<file path="src/rtl/wdog_timer.sv">
module wdog_timer #(
  parameter int              CNT_W        = 32,
  parameter int              FIXED_TABLE  = 1,
  parameter int              FIX_SHIFT    = 16,
  parameter logic [511:0]    USER_PERIODS = {16{32'd4096}},
  parameter int              HARD_RANGE   = 0,
  parameter int              RANGE_RST    = 0,
  parameter int              RST_LEN      = 8
) (
  input  logic             clk,
  input  logic             rst_n,
  input  logic             wr_en,
  input  logic [1:0]       wr_sel,
  input  logic [5:0]       wr_data,
  output logic             irq_o,
  output logic             sys_rst_o,
  output logic [CNT_W-1:0] cnt_o
);

  localparam int         PW       = $clog2(RST_LEN + 1);
  localparam logic [1:0] SEL_CTRL = 2'd0;
  localparam logic [1:0] SEL_KICK = 2'd1;
  localparam logic [1:0] SEL_CLR  = 2'd2;

  logic             en_q, mode_q, irq_q;
  logic [3:0]       range_q, range_d;
  logic [CNT_W-1:0] cnt_q;
  logic [PW-1:0]    pcnt_q;

  function automatic logic [CNT_W-1:0] reload_of(input logic [3:0] code);
    logic [CNT_W:0] p;
    if (FIXED_TABLE != 0) p = (CNT_W+1)'(1) << (FIX_SHIFT + int'(code));
    else                  p = (CNT_W+1)'(USER_PERIODS[int'(code)*32 +: 32]);
    return CNT_W'(p - 1'b1);
  endfunction

  wire ctrl_wr  = wr_en && (wr_sel == SEL_CTRL);
  wire kick_wr  = wr_en && (wr_sel == SEL_KICK);
  wire clr_wr   = wr_en && (wr_sel == SEL_CLR);
  wire en_d     = ctrl_wr ? wr_data[0] : en_q;
  wire mode_d   = ctrl_wr ? wr_data[1] : mode_q;
  wire start    = ctrl_wr && wr_data[0] && !en_q;
  wire expire   = en_q && en_d && (cnt_q == '0) && !kick_wr && !clr_wr;
  wire escalate = expire && (!mode_q || irq_q);
  wire reload   = start || (en_q && en_d && (kick_wr || clr_wr)) || (expire && !escalate);

  generate
    if (HARD_RANGE != 0) begin : g_hard
      assign range_q = 4'(RANGE_RST);
      assign range_d = 4'(RANGE_RST);
    end else begin : g_soft
      assign range_d = ctrl_wr ? wr_data[5:2] : range_q;
      always_ff @(posedge clk or negedge rst_n)
        if (!rst_n) range_q <= 4'(RANGE_RST);
        else        range_q <= range_d;
    end
  endgenerate

  always_ff @(posedge clk or negedge rst_n) begin
    if (!rst_n) begin
      en_q   <= 1'b0;
      mode_q <= 1'b0;
      irq_q  <= 1'b0;
      cnt_q  <= '0;
      pcnt_q <= '0;
    end else begin
      en_q   <= escalate ? 1'b0 : en_d;
      mode_q <= mode_d;
      if (escalate || clr_wr) irq_q <= 1'b0;
      else if (expire)        irq_q <= 1'b1;
      if (reload)                             cnt_q <= reload_of(range_d);
      else if (en_q && en_d && cnt_q != '0)   cnt_q <= cnt_q - 1'b1;
      if (escalate)            pcnt_q <= PW'(RST_LEN);
      else if (pcnt_q != '0)   pcnt_q <= pcnt_q - 1'b1;
    end
  end

  assign irq_o     = irq_q;
  assign sys_rst_o = (pcnt_q != '0);
  assign cnt_o     = cnt_q;

  AST_IRQ_AT_ZERO: assert property (@(posedge clk) disable iff (!rst_n)
    $rose(irq_o) |-> $past(cnt_q == '0 && en_q && mode_q));
  AST_RST_AT_ZERO: assert property (@(posedge clk) disable iff (!rst_n)
    $rose(sys_rst_o) |-> $past(cnt_q == '0 && en_q));
  AST_HALT_ON_RST: assert property (@(posedge clk) disable iff (!rst_n)
    $rose(sys_rst_o) |-> !en_q);
  AST_HOLD_OFF: assert property (@(posedge clk) disable iff (!rst_n)
    (!en_q && $past(!en_q)) |-> $stable(cnt_o));
  AST_STEP_DOWN: assert property (@(posedge clk) disable iff (!rst_n)
    ($past(en_q) && en_q && $past(cnt_q) != '0 && !$past(wr_en))
      |-> cnt_o == $past(cnt_q) - 1'b1);

endmodule

</file>
<file path="config.mk">
export PLATFORM = sky130hd
export DESIGN_NAME = wdog_timer
export DESIGN_NICKNAME = d
export VERILOG_FILES = /design/src/rtl/wdog_timer.sv
export SDC_FILE = /design/constraint.sdc
export NUM_CORES = 1
export LEC_CHECK = 0
export BUFFER_PORTS_ARGS = -buffer_cell sky130_fd_sc_hd__buf_4
export CORE_MARGIN = 3
export CORE_UTILIZATION = 51
export DETAILED_ROUTE_END_ITERATION = 10
export PLACE_DENSITY = 0.72
export SETUP_SLACK_MARGIN = 0.4
export SYNTH_ARGS = -nofsm -noshare
export SYNTH_HDL_FRONTEND = slang
export SYNTH_SLANG_ARGS = --single-unit
</file>
<file path="constraint.sdc">
create_clock -name clk -period 7.4 [get_ports clk]
set_input_delay 0.74 -clock clk [delete_from_list [all_inputs] [get_ports clk]]
set_output_delay 0.74 -clock clk [all_outputs]
set_load 0.05 [all_outputs]
</file>
==> impl_metrics.ini, run 1 <==
[timing]
fin_ws_ns = 2.94
timing.max_slew.rel_slack_pct = 33.5
clock.fmax_mhz = 224
timing.setup.tns_ns = 0
timing.clock.skew_ns = 0.0111
setup_viol = 0
timing_max_transition_violations_final = 0
setup_repair_after_global_routing_missed_its_margin = false
hold_viol = 0
tightestPinTransition_ns = 0.969
fin_hold_ws_ns = 0.428
shortest_period_the_worst_path_allows_ns = 4.46
period_share_pct = 60.3

[clock_tree]
hold_buffers_post_cts = 0
ctsResizeCount = 0
tritoncts.num_buffers = 5
post-cts-setup-buffers = 0
h-tree-depth = 2
cts.reportedPaths.clkPinSlew_ns = 0.09
clock_tree_from_tritoncts = done
clk_latency_ns = 0.30
cts-root-to-sink-buffers = 2
cts.root.buffer_cell = sky130_fd_sc_hd__clkbuf_8
cts.sink_count = 43

[placed_design]
dpl.hpwl_mm = 5.95
dp_slack_ns = 3.04
dpl-instance-area_um2 = 3460
port_buffers = 44
gp_congestion = 0.859
numPlacedInstances = 475

[grt]
grt_antenna_before_repair = 0
grt.total_usage_pct = 23.9
via_count_of_the_first_global_routing_pass = 2824
global_route_wire_length_before_repair_mm = 14.0
grt_max_degree = 44
grt_overflow = 0

[route]
detail_route.drc_violations = 0
route.final.wire_length_mm = 8.46
wl_per_cell_um = 17.5
avgViaCountPerCell = 6.39
final_antenna_net_count = 0
detailedRoute.firstPassIterationCount = 5
detailedRoute.firstIterationViolations = 198
route.vias.total = 3084

[synthesis]
synth_top_flop_cell = sky130_fd_sc_hd__dfrtp_1
synthesis.area_um2 = 3100
ys_seq_area_share_pct = 34.7
yosysWarningCount = 0
synthDistinctLibCells = 62
synth_area_per_cell_um2 = 8.24
synthArstFlopShare_pct = 100
synth.net_count = 389
postSynthCellCount = 376
synth_edf_count = 0
synth.ff_latch_count = 43

[setup_path]
worstPathBufferInverterCount = 0
required_time_at_the_worst_slack_endpoint_ns = 7.62
r2r_start = cnt_o[7]
cp_slowest_cell = sky130_fd_sc_hd__nor4_1
worst-r2r-cell-count = 14
criticalPathCategory = register to register
worst_path_most_repeated_cell = sky130_fd_sc_hd__nand2_1
timing.critical_path.cells = nor4_1 > nand2_1 > nor4_4 > a21oi_2 > nand2_1 > ha_1 > nand2_1 > a211oi_1 > nor2_1 > nor4_1 > mux2_2 > nand3_1 > or3_1 > o211ai_1
register_to_register_setup_slack_ns = 2.94
crit_start = cnt_o[7]
crit_path_max_fanout = 9
timing.critical_path.slowest_cell_delay_ns = 0.69
critical_path.top_delay_family = simple AND/OR/NAND/NOR gates
crit_cells = 14
critical_path.startpoint_type = register
critPathCaptureType = register
arrival_ns = 4.68

[floorplan]
design.portCount = 45
die_footprint_um2 = 7050
initial_core_util_pct = 54.6
die-width_um = 84.0
design.core.area_um2 = 5680
row_count = 27
die_height_um = 84.0

[cells_and_area]
post_route_insts_no_fill = 483
area.growth.synth_to_final_pct = 14.3
layout-drive-gt1-share_pct = 17.5
post-route-util_pct = 62.4
total_non_filler_cell_area_in_the_finished_layout_um2 = 3540
insertedDiodeCount = 0
final_common_cell = sky130_fd_sc_hd__buf_4
fin_nets = 423
layout_common_cells = sky130_fd_sc_hd__buf_4, sky130_fd_sc_hd__dfrtp_1, sky130_fd_sc_hd__nand2_1

[pwr]
power_per_cell_area_nw_per_um2 = 338
leakage_nw = 1.45
vdd_ir_drop_max_uv = 233
total_power_consumption_of_the_routed_design_mw = 1.20

[hold_path]
hold_wc_path_type = primary input to async pin

[job]
maxCapViolCount = 0

[run_status]
run_status = completed
[layer usage]
| metal | vias to the layer above | track usage, % | part of all wire (%) |
|---|---|---|---|
| met5 | - | 0 | 0 |
| met4 | 0 | 8.19 | 2.4 |
| met3 | 20 | 2.86 | 6.2 |
| met2 | 108 | 41.6 | 48 |
| met1 | 1480 | 30.5 | 43 |
| li1 | 1476 | - | - |
[cells in the mapped netlist (all sizes together) (6+ instances only)]
| cell type | count | share of area (%) |
|---|---|---|
| a31oi | 9 | 1.8 |
| nor4 | 9 | 2.3 |
| nor3 | 12 | 1.9 |
| dfrtp | 43 | 35 |
| o21ai | 23 | 3.8 |
| o211ai | 10 | 2.4 |
| or4 | 8 | 1.9 |
| nand3b | 6 | 1.5 |
| a211oi | 8 | 2.1 |
| a21oi | 25 | 4.2 |
| inv | 10 | 1.2 |
| mux2 | 6 | 2.2 |
| or3 | 8 | 1.6 |
| nand2 | 42 | 5.1 |
| clkbuf | 15 | 1.8 |
| nor2 | 39 | 4.7 |
| mux2i | 16 | 5.2 |
| nand3 | 11 | 1.8 |
[layout make-up]
class                           instances  area (um2)
Multi-Input combinational cell        303        1900
Clock inverter                          2        12.5
Timing Repair Buffer                   47         353
Inverter                               10        37.5
Sequential cell                        43        1080
Tap cell                               72        90.1
Clock buffer                            6        72.6
Fill cell                             532        2130
[final timing paths]
path / to
max: cnt_o[30]
min: pcnt_q[1]
max reg2reg: cnt_o[30]
min reg2reg: mode_q
max in group asynchronous: cnt_o[30]
min in group clk: mode_q
[cell families after synthesis]
kind of cell / after synthesis / synth area share [%]
DFF: 43 / 34.7
xor gates and xnor gates: 7 / 1.98
AOI/OAI and AO/OA: 107 / 23.1
and+or+nand+nor: 165 / 28.1
adders and majority gates: 2 / 0.807
buffers and inverters: 30 / 3.96
muxes: 22 / 7.35
[sequential cells by signal, summed over array words and instances, names as in the netlist]
register	flops
cnt_o	32
pcnt_q	4
range_q	4
en_q	1
irq_o	1
mode_q	1
[where the power goes]
group | internal, mW | switching, mW | leakage [nW]
clock network | 0.0661 | 0.0843 | 0.0412
logic | 0.210 | 0.423 | 0.880
registers | 0.309 | 0.106 | 0.530
total | 0.585 | 0.613 | 1.45
(Power assumes the default switching activity.)
==> run 2, diff against run 1 <==
--- a/config.mk
+++ b/config.mk
@@ -9,7 +9,7 @@
 export CORE_MARGIN = 3
 export CORE_UTILIZATION = 51
 export DETAILED_ROUTE_END_ITERATION = 10
-export PLACE_DENSITY = 0.72
+export PLACE_DENSITY = 0.75
 export SETUP_SLACK_MARGIN = 0.4
 export SYNTH_ARGS = -nofsm -noshare
 export SYNTH_HDL_FRONTEND = slang
==> constraint.sdc (replaced) <==
create_clock -name clk -period 4 [get_ports clk]
set_input_delay 0.4 -clock clk [delete_from_list [all_inputs] [get_ports clk]]
set_output_delay 0.4 -clock clk [all_outputs]
set_load 0.05 [all_outputs]
==> run 2 against run 1 <==
Maximum frequency up 17%; die area did not move; combinational power up 120%; count of clock-buffer cells in the layout is the same; routed wire length increased by 16%; register-to-register slack lost 2.8 ns; flip-flop and latch count stayed put; clock power grew 87%; global-route usage up 2.3 points; first-iteration DRC count is 100% higher; highest routed layer unchanged.
==> impl_metrics.ini, run 2 (synthesis gave the netlist of run 1 again) <==
[run_status]
run_status = completed

[floorplan]
die_height_um = 84.0
design.portCount = 45
die_footprint_um2 = 7050
design.core.area_um2 = 5680
die-width_um = 84.0
initial_core_util_pct = 54.6
row_count = 27

[clock_tree]
clk_latency_ns = 0.31
clock_tree_from_tritoncts = done
cts.root.buffer_cell = sky130_fd_sc_hd__clkbuf_8
cts-root-to-sink-buffers = 2
h-tree-depth = 2
cts.reportedPaths.clkPinSlew_ns = 0.10
tritoncts.num_buffers = 5
cts.sink_count = 43

[timing]
timing.max_slew.rel_slack_pct = 19.6
timing_max_transition_violations_final = 0
timing.clock.skew_ns = 0.0141
setup_viol = 0
setup_repair_after_global_routing_missed_its_margin = true
fin_hold_ws_ns = 0.0814
period_share_pct = 95.5
tightestPinTransition_ns = 1.17
hold_viol = 0
shortest_period_the_worst_path_allows_ns = 3.82
clock.fmax_mhz = 262

[route]
route.vias.total = 3386
final_antenna_net_count = 0
avgViaCountPerCell = 6.57
route.final.wire_length_mm = 9.83
wl_per_cell_um = 19.1
detailedRoute.firstPassIterationCount = 5
detail_route.drc_violations = 0
detailedRoute.firstIterationViolations = 404

[grt]
grt_overflow = 0
grt.total_usage_pct = 26.2
via_count_of_the_first_global_routing_pass = 3031
global_route_wire_length_before_repair_mm = 15.2
grt_max_degree = 44
grt_antenna_before_repair = 0

[placed_design]
gp_congestion = 0.869
dpl.hpwl_mm = 6.14
port_buffers = 44

[setup_path]
critPathCaptureType = register
arrival_ns = 3.99
crit_path_max_fanout = 6
register_to_register_setup_slack_ns = 0.18
critical_path.startpoint_type = register
required_time_at_the_worst_slack_endpoint_ns = 4.17
criticalPathCategory = register to register

[cells_and_area]
largest_reg_flops = 32
area.growth.synth_to_final_pct = 30.0
final_common_cell = sky130_fd_sc_hd__buf_4
insertedDiodeCount = 0
layout-drive-gt1-share_pct = 30.2
layout.filler_cells = 438
fin_nets = 455
layout_common_cells = sky130_fd_sc_hd__buf_4, sky130_fd_sc_hd__nand2_1, sky130_fd_sc_hd__dfrtp_1

[pwr]
power_per_cell_area_nw_per_um2 = 605
vdd_ir_drop_max_uv = 436
total_power_consumption_of_the_routed_design_mw = 2.44
leakage_nw = 1.66

[job]
maxCapViolCount = 0

[hold_path]
hold_wc_path_type = primary input to async pin
run 2: changes by cell type in the layout (fill, tap and decap cells not counted), moves of 3 or more:
cell                      before  now
sky130_fd_sc_hd__buf_4        47   70
sky130_fd_sc_hd__dfrtp_1      43   37
sky130_fd_sc_hd__dfrtp_2       0    6
sky130_fd_sc_hd__buf_6         0    5
sky130_fd_sc_hd__nand2_1      42   37
sky130_fd_sc_hd__or4_1         8    3
sky130_fd_sc_hd__or4_4         0    5
sky130_fd_sc_hd__nand2_4       0    3
sky130_fd_sc_hd__nor2_1       39   36
run 2: what timing repair did:
item                                    in CTS  in global routing
resized for setup                           11                 19
hold endpoints to repair                     0                  0
pin swaps                                   16                 15
hold buffers                                 0                  0
gates cloned                                 0                  3
endpoints found under the setup margin       5                 18
setup buffers                               13                  8
run 2: worst paths after layout:
kind,startpoint,endpoint,cells past startpoint
setup / recovery,cnt_o[19],cnt_o[28],15
hold / removal,rst_n,cnt_o[17],1
max in group asynchronous,rst_n,cnt_o[25],1
hold reg to reg,mode_q,mode_q,2
setup reg to reg,cnt_o[19],cnt_o[28],15
min in group clk,wr_data[1],mode_q,3
run 2: layout make-up:
cell class | instances | area [um2] | share of cell area (%)
Clock buffer | 6 | 72.6 | 1.80
Timing Repair Buffer | 77 | 627 | 15.6
Tap cell | 72 | 90.1 | 2.24
Multi-Input combinational cell | 303 | 2090 | 51.9
Inverter | 10 | 41.3 | 1.02
Sequential cell | 43 | 1080 | 26.9
Clock inverter | 2 | 12.5 | 0.310
Timing Repair inverter | 2 | 12.5 | 0.310
run 2: stage by stage:
step	utilization [%]	cells	setup TNS, ns	area, um2	setup WS [ns]
3_5_place_dp	63.6	483	0	3610	0.193
2_1_floorplan	-	376	-0.487	3210	-0.173
5_1_grt	71.0	515	0	4030	0.0218
4_1_cts	67.9	504	0	3850	0.221
3_3_place_gp	63.6	483	0	3610	0.280
6_report	71.0	515	0	4030	0.181
run 2: worst max-delay path, cell delays in order (launching register included):
cell                      delay, ns
sky130_fd_sc_hd__dfrtp_2       0.45
sky130_fd_sc_hd__or4_4         0.57
sky130_fd_sc_hd__or4_4         0.45
sky130_fd_sc_hd__nor4_4        0.36
sky130_fd_sc_hd__a21oi_4       0.13
sky130_fd_sc_hd__nand2_4       0.09
sky130_fd_sc_hd__ha_4          0.17
sky130_fd_sc_hd__nor2b_4       0.13
sky130_fd_sc_hd__a32o_2        0.18
sky130_fd_sc_hd__nor2_4        0.07
sky130_fd_sc_hd__nor4_4        0.31
sky130_fd_sc_hd__mux2_4        0.25
sky130_fd_sc_hd__buf_6         0.11
sky130_fd_sc_hd__a31oi_1       0.08
sky130_fd_sc_hd__o31ai_1       0.20
sky130_fd_sc_hd__o21ai_1       0.11
run 2: where the power goes:
part | switching, mW | internal [mW] | leakage [nW]
logic | 0.891 | 0.498 | 1.09
registers | 0.194 | 0.575 | 0.522
clock network | 0.159 | 0.122 | 0.0412
run 2: metal layers:
| metal | vias up | GRT usage [%] | wire length (um) |
|---|---|---|---|
| met1 | 1589 | 36.6 | 4160 |
| li1 | 1548 | - | - |
| met5 | - | 0 | 0 |
| met4 | 0 | 9.94 | 426 |
| met3 | 39 | 6.42 | 966 |
| met2 | 210 | 39.0 | 4280 |
==> run 3, diff against run 2 <==
--- a/config.mk
+++ b/config.mk
@@ -9,6 +9,7 @@
 export CORE_MARGIN = 3
 export CORE_UTILIZATION = 51
 export DETAILED_ROUTE_END_ITERATION = 10
+export MAX_ROUTING_LAYER = met4
 export PLACE_DENSITY = 0.75
 export SETUP_SLACK_MARGIN = 0.4
 export SYNTH_ARGS = -nofsm -noshare
==> run 3 against run 2 <==
Maximum frequency grew 0.96%; register-to-register slack gained 0.04 ns; critical path depth is the same.
==> impl_metrics.ini, run 3 (synthesis gave the netlist of run 1 again) <==
[run_status]
run_status = completed

[cells_and_area]
fin_nets = 466
layout-drive-gt1-share_pct = 33.3
total_non_filler_cell_area_in_the_finished_layout_um2 = 4160
final_common_cell = sky130_fd_sc_hd__buf_4
layout_common_cells = sky130_fd_sc_hd__buf_4, sky130_fd_sc_hd__nand2_1, sky130_fd_sc_hd__dfrtp_1
largest_reg_flops = 32
insertedDiodeCount = 0
area.growth.synth_to_final_pct = 34.2

[timing]
timing.setup.tns_ns = 0
tightestPinTransition_ns = 1.14
setup_viol = 0
hold_viol = 0
timing.clock.skew_ns = 0.00643
shortest_period_the_worst_path_allows_ns = 3.78
fin_hold_ws_ns = 0.0767
timing.max_slew.rel_slack_pct = 22.0
timing_max_transition_violations_final = 0
clock.fmax_mhz = 264
setup_repair_after_global_routing_missed_its_margin = true
period_share_pct = 94.6

[setup_path]
crit_path_max_fanout = 5
critical_path.startpoint_type = register
critPathCaptureType = register
required_time_at_the_worst_slack_endpoint_ns = 4.19
arrival_ns = 3.97
criticalPathCategory = register to register

[pwr]
vdd_ir_drop_max_uv = 464
leakage_nw = 1.74
power_per_cell_area_nw_per_um2 = 612
total_power_consumption_of_the_routed_design_mw = 2.55

[clock_tree]
hold_buffers_post_cts = 0
tritoncts.num_buffers = 5
h-tree-depth = 2
cts-root-to-sink-buffers = 2
cts.reportedPaths.clkPinSlew_ns = 0.09
clock_tree_from_tritoncts = done
cts.root.buffer_cell = sky130_fd_sc_hd__clkbuf_8
cts.sink_count = 43
clk_latency_ns = 0.31

[route]
detailedRoute.firstIterationViolations = 507
wl_per_cell_um = 19.4
route.vias.total = 3450
detailedRoute.firstPassIterationCount = 6
route.final.wire_length_mm = 10.2
avgViaCountPerCell = 6.56
detail_route.drc_violations = 0
final_antenna_net_count = 0

[placed_design]
gp_congestion = 0.906
dpl-instance-area_um2 = 3600
dpl.hpwl_mm = 6.33
port_buffers = 44

[grt]
grt_antenna_before_repair = 0
via_count_of_the_first_global_routing_pass = 3188
grt.total_usage_pct = 28.3
global_route_wire_length_before_repair_mm = 16.0
grt_overflow = 0
grt_max_degree = 44

[hold_path]
hold_wc_path_type = primary input to async pin

[floorplan]
row_count = 27
die_footprint_um2 = 7050
design.portCount = 45
die-width_um = 84.0
die_height_um = 84.0
initial_core_util_pct = 54.6
design.core.area_um2 = 5680

[job]
maxCapViolCount = 0
-- run 3: cell count changes in the layout (fill, tap and decap cells not counted), sizes merged --
| cell | change |
|---|---|
| clkbuf | -2 |
| clkinvlp | -2 |
| bufinv | +1 |
| buf | +13 |
| clkinv | +1 |
-- run 3: path summary, 6_finish.rpt --
check	start	end	slack, ns	cells after the start
worst min register to register	mode_q	mode_q	0.50	2
worst min-delay path	rst_n	range_q[1]	0.08	1
worst max register to register	cnt_o[19]	cnt_o[30]	0.22	15
worst max-delay path	cnt_o[19]	cnt_o[30]	0.22	15
max in group asynchronous	rst_n	cnt_o[24]	3.48	1
min in group clk	wr_data[1]	mode_q	0.27	3
-- run 3: timing repair --
action / in CTS / in global routing
setup buffers: 19 / 16
gates resized for setup: 20 / 19
endpoints found under the setup margin: 7 / 21
pin swaps: 18 / 13
gates cloned: 0 / 1
-- run 3: routing by layer --
layer	track usage [%]	vias up	share of wire, %
met4	9.21	0	3.3
met3	5.53	43	9.9
met2	41.4	243	45
met5	-	-	0
met1	39.4	1604	42
li1	-	1560	-
-- run 3: per-stage QoR --
step / cells / utilization (%) / worst slack (ns)
2_1_floorplan: 376 / - / -0.173
3_3_place_gp: 482 / 63.5 / 0.225
3_5_place_dp: 482 / 63.5 / 0.107
4_1_cts: 509 / 69.6 / 0.231
5_1_grt: 526 / 73.3 / 0.0929
6_report: 526 / 73.3 / 0.217
-- run 3: final cells by class --
type | instances | area [um2]
multi-input combinational | 303 | 2120
sequential | 43 | 1080
fill | 397 | 1520
timing repair inverter | 1 | 7.51
inverter | 10 | 41.3
timing repair buffer | 89 | 703
clock buffer | 5 | 68.8
tap | 72 | 90.1
clock inverter | 3 | 43.8
-- run 3: critical path, cell delays in order, from the launching register on --
cell and delay [ns]:
sky130_fd_sc_hd__dfrtp_2 0.44, sky130_fd_sc_hd__or4_4 0.58, sky130_fd_sc_hd__or4_4 0.46, sky130_fd_sc_hd__nor4_4 0.36, sky130_fd_sc_hd__a21oi_4 0.13, sky130_fd_sc_hd__nand2_4 0.09
sky130_fd_sc_hd__ha_4 0.17, sky130_fd_sc_hd__nor2b_4 0.15, sky130_fd_sc_hd__a32o_2 0.17, sky130_fd_sc_hd__nor2_4 0.06, sky130_fd_sc_hd__nor4_4 0.26, sky130_fd_sc_hd__mux2_4 0.27
sky130_fd_sc_hd__nand3_4 0.08, sky130_fd_sc_hd__buf_4 0.14, sky130_fd_sc_hd__o211ai_1 0.18, sky130_fd_sc_hd__o211ai_1 0.11
-- run 3: where the power goes --
| part | internal, mW | leakage (nW) | switching, mW |
|---|---|---|---|
| Clock | 0.186 | 0.0581 | 0.174 |
| Combinational | 0.510 | 1.16 | 0.902 |
| Sequential | 0.575 | 0.522 | 0.201 |
